## src/rtl/rtc_wake_pkg.sv

```systemverilog
package rtc_wake_pkg;

  localparam int N_SRC    = 3;
  localparam int SRC_UPD  = 0;
  localparam int SRC_ALM  = 1;
  localparam int SRC_PER  = 2;
  localparam int LOG_W    = 4;
  localparam logic [LOG_W-1:0] LOG_BASE = 4'd6;
  localparam logic [LOG_W-1:0] LOG_MIN  = 4'd1;
  localparam logic [LOG_W-1:0] LOG_MAX  = 4'd13;

  typedef enum logic [2:0] {
    ST_IDLE,
    ST_CALC,
    ST_RUN,
    ST_LATE,
    ST_EVAL
  } sched_st_t;

  // keep a programmed rate code inside the legal range
  function automatic logic [LOG_W-1:0] clamp_log(input logic [LOG_W-1:0] v);
    if (v < LOG_MIN) return LOG_MIN;
    if (v > LOG_MAX) return LOG_MAX;
    return v;
  endfunction

  // poll rate code: base rate unless a faster periodic rate is active
  function automatic logic [LOG_W-1:0] wake_log(input logic per_on,
                                                input logic [LOG_W-1:0] rl);
    return (per_on && (rl > LOG_BASE)) ? rl : LOG_BASE;
  endfunction

  // wake-ups per periodic flag = 2^(wake code - rate code)
  function automatic logic [31:0] per_threshold(input logic [LOG_W-1:0] wl,
                                                input logic [LOG_W-1:0] rl);
    if (rl > wl) return 32'd1;
    return 32'd1 << (wl - rl);
  endfunction

  // comparator after a skip: cnt - rem + 2*ticks
  function automatic logic [63:0] skip_target(input logic [63:0] cnt,
                                              input logic [63:0] rem,
                                              input logic [63:0] ticks);
    return cnt - rem + (ticks << 1);
  endfunction

  function automatic logic [63:0] sat_add(input logic [63:0] a,
                                          input logic [63:0] b,
                                          input int unsigned w);
    logic [64:0] s;
    logic [64:0] lim;
    s   = {1'b0, a} + {1'b0, b};
    lim = (65'd1 << w) - 65'd1;
    return (s > lim) ? lim[63:0] : s[63:0];
  endfunction

  function automatic logic [15:0] make_status(input logic upd,
                                              input logic alm,
                                              input logic per);
    if (!(upd || alm || per)) return 16'h0000;
    return {8'd1, 1'b1, per, alm, upd, 4'b0000};
  endfunction

endpackage

```

## src/rtl/rtc_seq_div.sv

```systemverilog
module rtc_seq_div #(
  parameter int W = 32
) (
  input  logic         clk,
  input  logic         rst_n,
  input  logic         start_i,
  input  logic [W-1:0] dividend_i,
  input  logic [W-1:0] divisor_i,
  output logic         done_o,
  output logic [W-1:0] quot_o,
  output logic [W-1:0] rem_o
);
  localparam int CW = $clog2(W + 1);

  logic [W-1:0]  dsr_q;
  logic [CW-1:0] left_q;
  logic          busy_q;
  logic [W:0]    shifted;
  logic [W:0]    trial;

  always_comb begin
    shifted = {rem_o, quot_o[W-1]};
    trial   = shifted - {1'b0, dsr_q};
  end

  always_ff @(posedge clk) begin
    if (!rst_n) begin
      dsr_q  <= '0;
      left_q <= '0;
      busy_q <= 1'b0;
      done_o <= 1'b0;
      quot_o <= '0;
      rem_o  <= '0;
    end else begin
      done_o <= 1'b0;
      if (start_i) begin
        dsr_q  <= divisor_i;
        quot_o <= dividend_i;
        rem_o  <= '0;
        left_q <= CW'(W);
        busy_q <= 1'b1;
      end else if (busy_q) begin
        if (!trial[W]) begin
          rem_o  <= trial[W-1:0];
          quot_o <= {quot_o[W-2:0], 1'b1};
        end else begin
          rem_o  <= shifted[W-1:0];
          quot_o <= {quot_o[W-2:0], 1'b0};
        end
        left_q <= left_q - 1'b1;
        if (left_q == CW'(1)) begin
          busy_q <= 1'b0;
          done_o <= 1'b1;
        end
      end
    end
  end
endmodule

```

## src/rtl/rtc_src_regs.sv

```systemverilog
module rtc_src_regs
  import rtc_wake_pkg::*;
(
  input  logic             clk,
  input  logic             rst_n,
  input  logic [N_SRC-1:0] set_i,
  input  logic [N_SRC-1:0] clr_i,
  input  logic             alarm_wr_i,
  input  logic [5:0]       alarm_sec_i,
  input  logic [5:0]       alarm_min_i,
  input  logic [4:0]       alarm_hr_i,
  input  logic             rate_wr_i,
  input  logic [LOG_W-1:0] rate_log_i,
  output logic [N_SRC-1:0] en_o,
  output logic [5:0]       al_sec_o,
  output logic [5:0]       al_min_o,
  output logic [4:0]       al_hr_o,
  output logic [LOG_W-1:0] rate_log_o,
  output logic             arm_evt_o,
  output logic             sub_clr_o
);
  logic [N_SRC-1:0] en_next;

  always_comb begin
    en_next   = (en_o & ~clr_i) | set_i;
    arm_evt_o = (en_o == '0) && (en_next != '0);
    sub_clr_o = rate_wr_i | set_i[SRC_PER];
  end

  always_ff @(posedge clk) begin
    if (!rst_n) begin
      en_o       <= '0;
      al_sec_o   <= '0;
      al_min_o   <= '0;
      al_hr_o    <= '0;
      rate_log_o <= LOG_BASE;
    end else begin
      en_o <= en_next;
      if (alarm_wr_i) begin
        al_sec_o <= alarm_sec_i;
        al_min_o <= alarm_min_i;
        al_hr_o  <= alarm_hr_i;
      end
      if (rate_wr_i) rate_log_o <= clamp_log(rate_log_i);
    end
  end
endmodule

```

## src/rtl/rtc_flag_eval.sv

```systemverilog
module rtc_flag_eval
  import rtc_wake_pkg::*;
#(
  parameter int SUB_W = 32
) (
  input  logic [N_SRC-1:0] en_i,
  input  logic [5:0]       sec_i,
  input  logic [5:0]       min_i,
  input  logic [4:0]       hr_i,
  input  logic [5:0]       al_sec_i,
  input  logic [5:0]       al_min_i,
  input  logic [4:0]       al_hr_i,
  input  logic [5:0]       last_sec_i,
  input  logic [SUB_W-1:0] sub_i,
  input  logic [SUB_W-1:0] thr_i,
  output logic             upd_hit_o,
  output logic             alm_hit_o,
  output logic             per_hit_o,
  output logic [SUB_W-1:0] sub_next_o,
  output logic [15:0]      status_next_o,
  output logic             any_o
);
  logic [SUB_W-1:0] sub_inc;

  always_comb begin
    sub_inc   = SUB_W'(sat_add(64'(sub_i), 64'd1, SUB_W));
    upd_hit_o = en_i[SRC_UPD] && (sec_i != last_sec_i);
    alm_hit_o = en_i[SRC_ALM] && (sec_i == al_sec_i) &&
                (min_i == al_min_i) && (hr_i == al_hr_i);
    per_hit_o = en_i[SRC_PER] && (sub_inc >= thr_i);
    if (!en_i[SRC_PER])  sub_next_o = sub_i;
    else if (per_hit_o)  sub_next_o = '0;
    else                 sub_next_o = sub_inc;
    status_next_o = make_status(upd_hit_o, alm_hit_o, per_hit_o);
    any_o         = upd_hit_o | alm_hit_o | per_hit_o;
  end
endmodule

```

## src/rtl/rtc_wake_sched.sv

```systemverilog
module rtc_wake_sched
  import rtc_wake_pkg::*;
#(
  parameter int CNT_W         = 32,
  parameter int TICKS_PER_SEC = 16384
) (
  input  logic             clk,
  input  logic             rst_n,
  input  logic [CNT_W-1:0] count_i,
  input  logic [5:0]       time_sec_i,
  input  logic [5:0]       time_min_i,
  input  logic [4:0]       time_hr_i,
  input  logic [2:0]       src_set_i,
  input  logic [2:0]       src_clr_i,
  input  logic             alarm_wr_i,
  input  logic [5:0]       alarm_sec_i,
  input  logic [5:0]       alarm_min_i,
  input  logic [4:0]       alarm_hr_i,
  input  logic             rate_wr_i,
  input  logic [3:0]       rate_log_i,
  output logic             irq_o,
  output logic [15:0]      status_o,
  output logic             cmp_active_o,
  output logic [CNT_W-1:0] cmp_value_o,
  output logic [CNT_W-1:0] ticks_o
);
  localparam logic [CNT_W-1:0] TPS = CNT_W'(TICKS_PER_SEC);

  // configuration
  logic [N_SRC-1:0] en;
  logic [5:0]       al_sec, al_min;
  logic [4:0]       al_hr;
  logic [LOG_W-1:0] rate_log;
  logic             arm_evt, sub_clr;

  rtc_src_regs u_regs (
    .clk        (clk),
    .rst_n      (rst_n),
    .set_i      (src_set_i),
    .clr_i      (src_clr_i),
    .alarm_wr_i (alarm_wr_i),
    .alarm_sec_i(alarm_sec_i),
    .alarm_min_i(alarm_min_i),
    .alarm_hr_i (alarm_hr_i),
    .rate_wr_i  (rate_wr_i),
    .rate_log_i (rate_log_i),
    .en_o       (en),
    .al_sec_o   (al_sec),
    .al_min_o   (al_min),
    .al_hr_o    (al_hr),
    .rate_log_o (rate_log),
    .arm_evt_o  (arm_evt),
    .sub_clr_o  (sub_clr)
  );

  // scheduler state
  sched_st_t        st_q;
  logic             arm_pend_q;
  logic [LOG_W-1:0] ticks_log_q;
  logic [CNT_W-1:0] skip_base;
  logic [CNT_W-1:0] sub_q;
  logic [5:0]       last_sec_q;
  logic             irq_q;
  logic [15:0]      status_q;

  // divider interface
  logic             div_start;
  logic [CNT_W-1:0] div_dvd, div_dsr;
  logic             div_done;
  logic [CNT_W-1:0] div_quot, div_rem;

  rtc_seq_div #(.W(CNT_W)) u_div (
    .clk       (clk),
    .rst_n     (rst_n),
    .start_i   (div_start),
    .dividend_i(div_dvd),
    .divisor_i (div_dsr),
    .done_o    (div_done),
    .quot_o    (div_quot),
    .rem_o     (div_rem)
  );

  // named events and arithmetic
  logic [LOG_W-1:0] wl;
  logic [CNT_W-1:0] thr;
  logic [CNT_W-1:0] next_cmp, late_d, reach_d;
  logic             reached, late, need_calc, any_en;
  logic             ev_ontime, ev_calc_done, ev_skip_done, ev_go_late, ev_retire;
  logic [CNT_W-1:0] calc_ticks, skip_cmp, missed;

  always_comb begin
    wl         = wake_log(en[SRC_PER], rate_log);
    thr        = CNT_W'(per_threshold(wl, rate_log));
    any_en     = (en != '0);
    next_cmp   = cmp_value_o + ticks_o;
    late_d     = count_i - next_cmp;
    late       = !late_d[CNT_W-1] && (late_d != '0);
    reach_d    = count_i - cmp_value_o;
    reached    = cmp_active_o && !reach_d[CNT_W-1];
    need_calc  = arm_pend_q || (cmp_active_o && (wl != ticks_log_q));
    calc_ticks = (div_quot == '0) ? CNT_W'(1) : div_quot;
    skip_cmp   = CNT_W'(skip_target(64'(skip_base), 64'(div_rem), 64'(ticks_o)));
    missed     = CNT_W'(sat_add(64'(div_quot), 64'd2, CNT_W));

    ev_calc_done = (st_q == ST_CALC) && div_done;
    ev_skip_done = (st_q == ST_LATE) && div_done;
    ev_retire    = (st_q == ST_RUN) && !need_calc && reached && !any_en;
    ev_go_late   = (st_q == ST_RUN) && !need_calc && reached && any_en && late;
    ev_ontime    = (st_q == ST_RUN) && !need_calc && reached && any_en && !late;

    div_start = 1'b0;
    div_dvd   = TPS;
    div_dsr   = CNT_W'(1) << wl;
    if (((st_q == ST_IDLE) && arm_pend_q) || ((st_q == ST_RUN) && need_calc)) begin
      div_start = 1'b1;
    end else if (ev_go_late) begin
      div_start = 1'b1;
      div_dvd   = late_d;
      div_dsr   = ticks_o;
    end
  end

  logic             upd_hit, alm_hit, per_hit, any_hit;
  logic [CNT_W-1:0] sub_next;
  logic [15:0]      status_next;

  rtc_flag_eval #(.SUB_W(CNT_W)) u_eval (
    .en_i         (en),
    .sec_i        (time_sec_i),
    .min_i        (time_min_i),
    .hr_i         (time_hr_i),
    .al_sec_i     (al_sec),
    .al_min_i     (al_min),
    .al_hr_i      (al_hr),
    .last_sec_i   (last_sec_q),
    .sub_i        (sub_q),
    .thr_i        (thr),
    .upd_hit_o    (upd_hit),
    .alm_hit_o    (alm_hit),
    .per_hit_o    (per_hit),
    .sub_next_o   (sub_next),
    .status_next_o(status_next),
    .any_o        (any_hit)
  );

  always_ff @(posedge clk) begin
    if (!rst_n) begin
      st_q         <= ST_IDLE;
      arm_pend_q   <= 1'b0;
      ticks_log_q  <= '0;
      ticks_o      <= '0;
      cmp_value_o  <= '0;
      cmp_active_o <= 1'b0;
      skip_base    <= '0;
      sub_q        <= '0;
      last_sec_q   <= '0;
      irq_q        <= 1'b0;
      status_q     <= '0;
    end else begin
      irq_q      <= 1'b0;
      arm_pend_q <= (ev_calc_done ? 1'b0 : arm_pend_q) | arm_evt;

      if (sub_clr)                         sub_q <= '0;
      else if (ev_skip_done && en[SRC_PER]) sub_q <= CNT_W'(sat_add(64'(sub_q), 64'(missed), CNT_W));
      else if (st_q == ST_EVAL)            sub_q <= sub_next;

      unique case (st_q)
        ST_IDLE: if (arm_pend_q) begin
          ticks_log_q <= wl;
          st_q        <= ST_CALC;
        end
        ST_CALC: if (div_done) begin
          ticks_o <= calc_ticks;
          if (arm_pend_q) begin
            cmp_value_o  <= count_i + calc_ticks;
            cmp_active_o <= 1'b1;
          end
          st_q <= (arm_pend_q || cmp_active_o) ? ST_RUN : ST_IDLE;
        end
        ST_RUN: begin
          if (need_calc) begin
            ticks_log_q <= wl;
            st_q        <= ST_CALC;
          end else if (ev_retire) begin
            cmp_active_o <= 1'b0;
            st_q         <= ST_IDLE;
          end else if (ev_go_late) begin
            skip_base <= count_i;
            st_q      <= ST_LATE;
          end else if (ev_ontime) begin
            cmp_value_o <= next_cmp;
            st_q        <= ST_EVAL;
          end
        end
        ST_LATE: if (div_done) begin
          cmp_value_o <= skip_cmp;
          st_q        <= ST_EVAL;
        end
        ST_EVAL: begin
          if (upd_hit) last_sec_q <= time_sec_i;
          if (any_hit) begin
            irq_q    <= 1'b1;
            status_q <= status_next;
          end
          st_q <= ST_RUN;
        end
        default: st_q <= ST_IDLE;
      endcase
    end
  end

  assign irq_o    = irq_q;
  assign status_o = status_q;

endmodule

```

## config.mk

```make
export PLATFORM = sky130hd
export DESIGN_NAME = rtc_wake_sched
export DESIGN_NICKNAME = d
export VERILOG_FILES = /design/src/rtl/rtc_wake_pkg.sv /design/src/rtl/rtc_seq_div.sv /design/src/rtl/rtc_src_regs.sv /design/src/rtl/rtc_flag_eval.sv /design/src/rtl/rtc_wake_sched.sv
export SDC_FILE = /design/constraint.sdc
export NUM_CORES = 1
export LEC_CHECK = 0
export BUFFER_PORTS_ARGS = -buffer_cell sky130_fd_sc_hd__buf_2
export CAP_MARGIN = 20
export CORE_ASPECT_RATIO = 0.75
export CORE_MARGIN = 2
export CORE_UTILIZATION = 40
export CTS_BUF_LIST = sky130_fd_sc_hd__clkbuf_16
export CTS_CLUSTER_SIZE = 40
export DETAILED_ROUTE_END_ITERATION = 6
export PLACE_DENSITY = 0.52
export SYNTH_ARGS = -nofsm -noshare
export SYNTH_HDL_FRONTEND = slang
export SYNTH_SLANG_ARGS = --single-unit
```

## constraint.sdc

```tcl
create_clock -name clk -period 8.8 [get_ports clk]
set_input_delay 0.88 -clock clk [delete_from_list [all_inputs] [get_ports clk]]
set_output_delay 0.88 -clock clk [all_outputs]
set_load 0.02 [all_outputs]
```

==> parameters.txt <==
Parameter                              Value

Pwr
  Max IR drop VDD    0.159 mV
  Combinational power share    0.430
  Sequential Power Share    0.289
  Static leakage    12.5 nW
  Switching portion of total power    0.429
  P_sw    2.22 mW
  Clock network fraction of design power    0.281
  Int Power    2.96 mW
  Power Density    178 nW/um^2

STA
  Final clock skew    17.8 ps
  Hold slack    448 ps
  Fin worst setup slack    1040 ps
  Number of failing setup endpoints in the final timing report    0
  Max_slew headroom    0.219
  Shortest clock period the worst path allows after layout    7760 ps
  Sum of negative setup slack    0 ps
  Fmax    129 MHz
  Final max-slew violation count    0
  RSZ-0062 raised after global routing    no
  Slew at the pin closest to its max-slew limit    1170 ps
  Post-route fraction of the period consumed by the critical path    0.882
  Final hold violations    0

Logic synthesis
  Synth unique cells    82
  Count leader, synth    nand2_1
  Cell area after technology mapping    26,700 um^2
  Cells after Synth    3,657
  Ys async rst share    0
  Count of flip-flops with a built-in enable after synthesis    0
  Share of the synthesized area in the top cell type    0.207
  Biggest area contributors in the synthesized netlist    dfxtp_1, ha_1, nand2_1
  Number of flip-flops and latches in the synthesized netlist    276
  Ys flop type    dfxtp_1
  Average cell area after synthesis    7.29 um^2
  Leading area contributor after synthesis    dfxtp_1
  Number of synthesis warnings    0
  Sequential cell area fraction in the yosys report    0.207
  Top cell types by occurrence after synthesis    nand2_1, a21oi_1, dfxtp_1

Die
  Total number of placement rows    81
  Vert. Die Dim    228 um
  Area enclosed by the die boundary    68,800 um^2
  Number of top-level pins    162
  Effective utilization at floorplan    0.407
  Die X    302 um
  Area of the placeable core    65,600 um^2

Final layout
  Ratio of cells with drive above 1 in the final layout    0.0792
  Final std cells w/o fill    4,559
  Syn-to-layout area delta    8.91%
  Util after Layout    0.443
  Final net count    4,022

Clocking
  Number of gates resized after CTS    0
  Reg clk slew, reported paths    60 ps
  CTS H-Tree Depth    2
  CTS Root Buffer Type    clkbuf_16
  Number of sinks driven by the clock tree    276
  Total clock buffers created by CTS    36
  Clock tree from TritonCTS    built
  Number of buffers inserted for hold repair after clock tree synthesis    0
  # Post-CTS Setup Buffers    0
  Insertion delay of the later-clocked pin in the worst-skew pair    570 ps
  Max clock buf depth    3

Setup path
  Worst path slowest cell    a32oi_1
  Cell breakdown of the critical path    ha_1 -> a211oi_1 -> o211ai_1 -> a32oi_1 -> nand2_1 -> a21oi_1 -> o21bai_1 -> a21oi_1 -> xor2_1 -> ha_1 -> nand4_1 -> nor2_1 -> nand2_1 -> a211oi_2 -> o21bai_1 -> a2111oi_0 -> a311oi_1 -> or3_1 -> o41ai_4 -> buf_4 -> nand3_2 -> o221a_2
  Kind of start point of the critical path    flop
  Kind of capture point of the worst setup path    flop
  Critical Path RT    9240 ps
  Endpoint arrival time on the critical path    8200 ps
  Crit path kind    reg2reg
  Worst path max stage delay    560 ps
  Critical-path maximum fanout    38

Placed design
  Post-DP HPWL    80.5 mm
  Final weighted congestion of routability-driven global placement    0.991
  Placed insts    4,494
  Pre-CTS worst setup slack    1340 ps
  Count of input and output buffers    150

Route
  First drt pass iteration count    6
  Met3 layer wire length in the routed design    10.9 mm
  Max layer used    met4
  Detailed Route WL    104 mm
  Count of nets left with antenna violations after detail routing    0
  Total DRC errors in the routed layout    0
  Via/cell ratio    5.92
  Initial DRC count    2,745
  Routed metal-1 wire length    51.5 mm
  Average wire per cell in the routed design    22.9 um
  Via count    27,000
  Total length of routed met2 wires    40.0 mm

Global route
  Number of antenna violations at the first check in global routing    1
  Vias in the first global route    24,000
  Grt total ovfl    0
  Wire length of the first global-routing pass    154 mm
  Pin count of the biggest net entering global routing    80
  Total routing resource utilization after global routing    0.296

Hold path
  Class of the most critical hold timing path    reg2reg

Outcome
  Run status    finished clean

Job
  Max-cap check violation count    0
[final timing paths]
check                       from                to  slack [ps]  cells past startpoint
setup / recovery  cmp_value_o[1]  u_div.quot_o[18]        1040                     22
hold / removal      skip_base[6]      skip_base[6]         450                      2
setup reg to reg  cmp_value_o[1]  u_div.quot_o[18]        1040                     22
hold reg to reg     skip_base[6]      skip_base[6]         450                      2
[final cells by class]
| cell class | instances | area, um^2 |
|---|---|---|
| Clock buffer | 36 | 901 |
| Tap cell | 871 | 1090 |
| Inverter | 251 | 945 |
| Fill cell | 6846 | 36500 |
| Timing Repair Buffer | 190 | 1050 |
| Clock inverter | 28 | 191 |
| Sequential cell | 276 | 5530 |
| Multi-Input combinational cell | 2906 | 19300 |
| Antenna cell | 1 | 2.50 |
[worst max-delay path, delay by kind of cell, from the launching register on]
kind	cells	cell delay, ps
AOI/OAI and AO/OA	12	4040
adders and majority gates	2	750
DFF	1	410
xor gates and xnor gates	1	110
and+or+nand+nor	6	1740
buffers and inverters	1	560
[per-layer routing]
layer  global-route usage  up-vias
met5                    0        -
met4               0.0586        0
met3               0.0767      110
met2                0.405     1082
met1                0.456    12800
li1                     -    13000
[layout by cell type (no fill, tap or decap), types with 24 or more instances in the layout]
cell       count
a31oi_1       47
or3_1         24
o21ai_0      198
nand3_1      102
clkbuf_16     36
xor2_1        87
nor4_1        35
xnor2_1      130
a21o_1        89
nand2_1      468
a21oi_1      344
buf_4         40
o21a_1        37
a211oi_1      80
nand4_1       50
ha_1         245
nor2b_1       43
mux2i_1       66
nor3_1        78
nand2b_1      30
o211a_1       30
o211ai_1      51
dfxtp_1      274
fa_1          36
buf_2        150
inv_1        257
and3_1        45
nor2_1       267
[state kept, by name, indices dropped and copies added, names as in the netlist, 32 cells and up]
register / flops
sub_q: 32
u_div.quot_o: 32
cmp_value_o: 32
skip_base: 32
u_div.rem_o: 32
u_div.dsr_q: 32
ticks_o: 32
[metrics by stage]
stage	cell area (um^2)	total power, mW
after floorplan	26700	3.02
after global placement	27900	3.69
after detailed placement	27900	3.68
after CTS	29000	5.14
after global routing	29000	5.45
final	29000	5.18
[kinds of logic (layout without fill, tap and decap cells)]
logic type | after synthesis | count (layout) | synth area share
other cells | 2 | 16 | 0.000282
buf+inv | 488 | 505 | 0.0719
xor+xnor | 219 | 219 | 0.0719
fa+ha+maj | 281 | 281 | 0.142
simple gates | 1237 | 1237 | 0.218
flops | 276 | 276 | 0.207
compound gates | 1082 | 1082 | 0.262
mux | 72 | 72 | 0.0273
[power by group through the flow]
stage | Combinational (mW) | Clock (mW) | Sequential (mW)
final | 2.23 | 1.45 | 1.50
after global placement | 2.18 | 0 | 1.52
after floorplan | 1.60 | 0 | 1.42
after detailed placement | 2.16 | 0 | 1.52
after global routing | 2.42 | 1.52 | 1.50
after CTS | 2.17 | 1.48 | 1.49
Power figures use the tool's default switching activity.
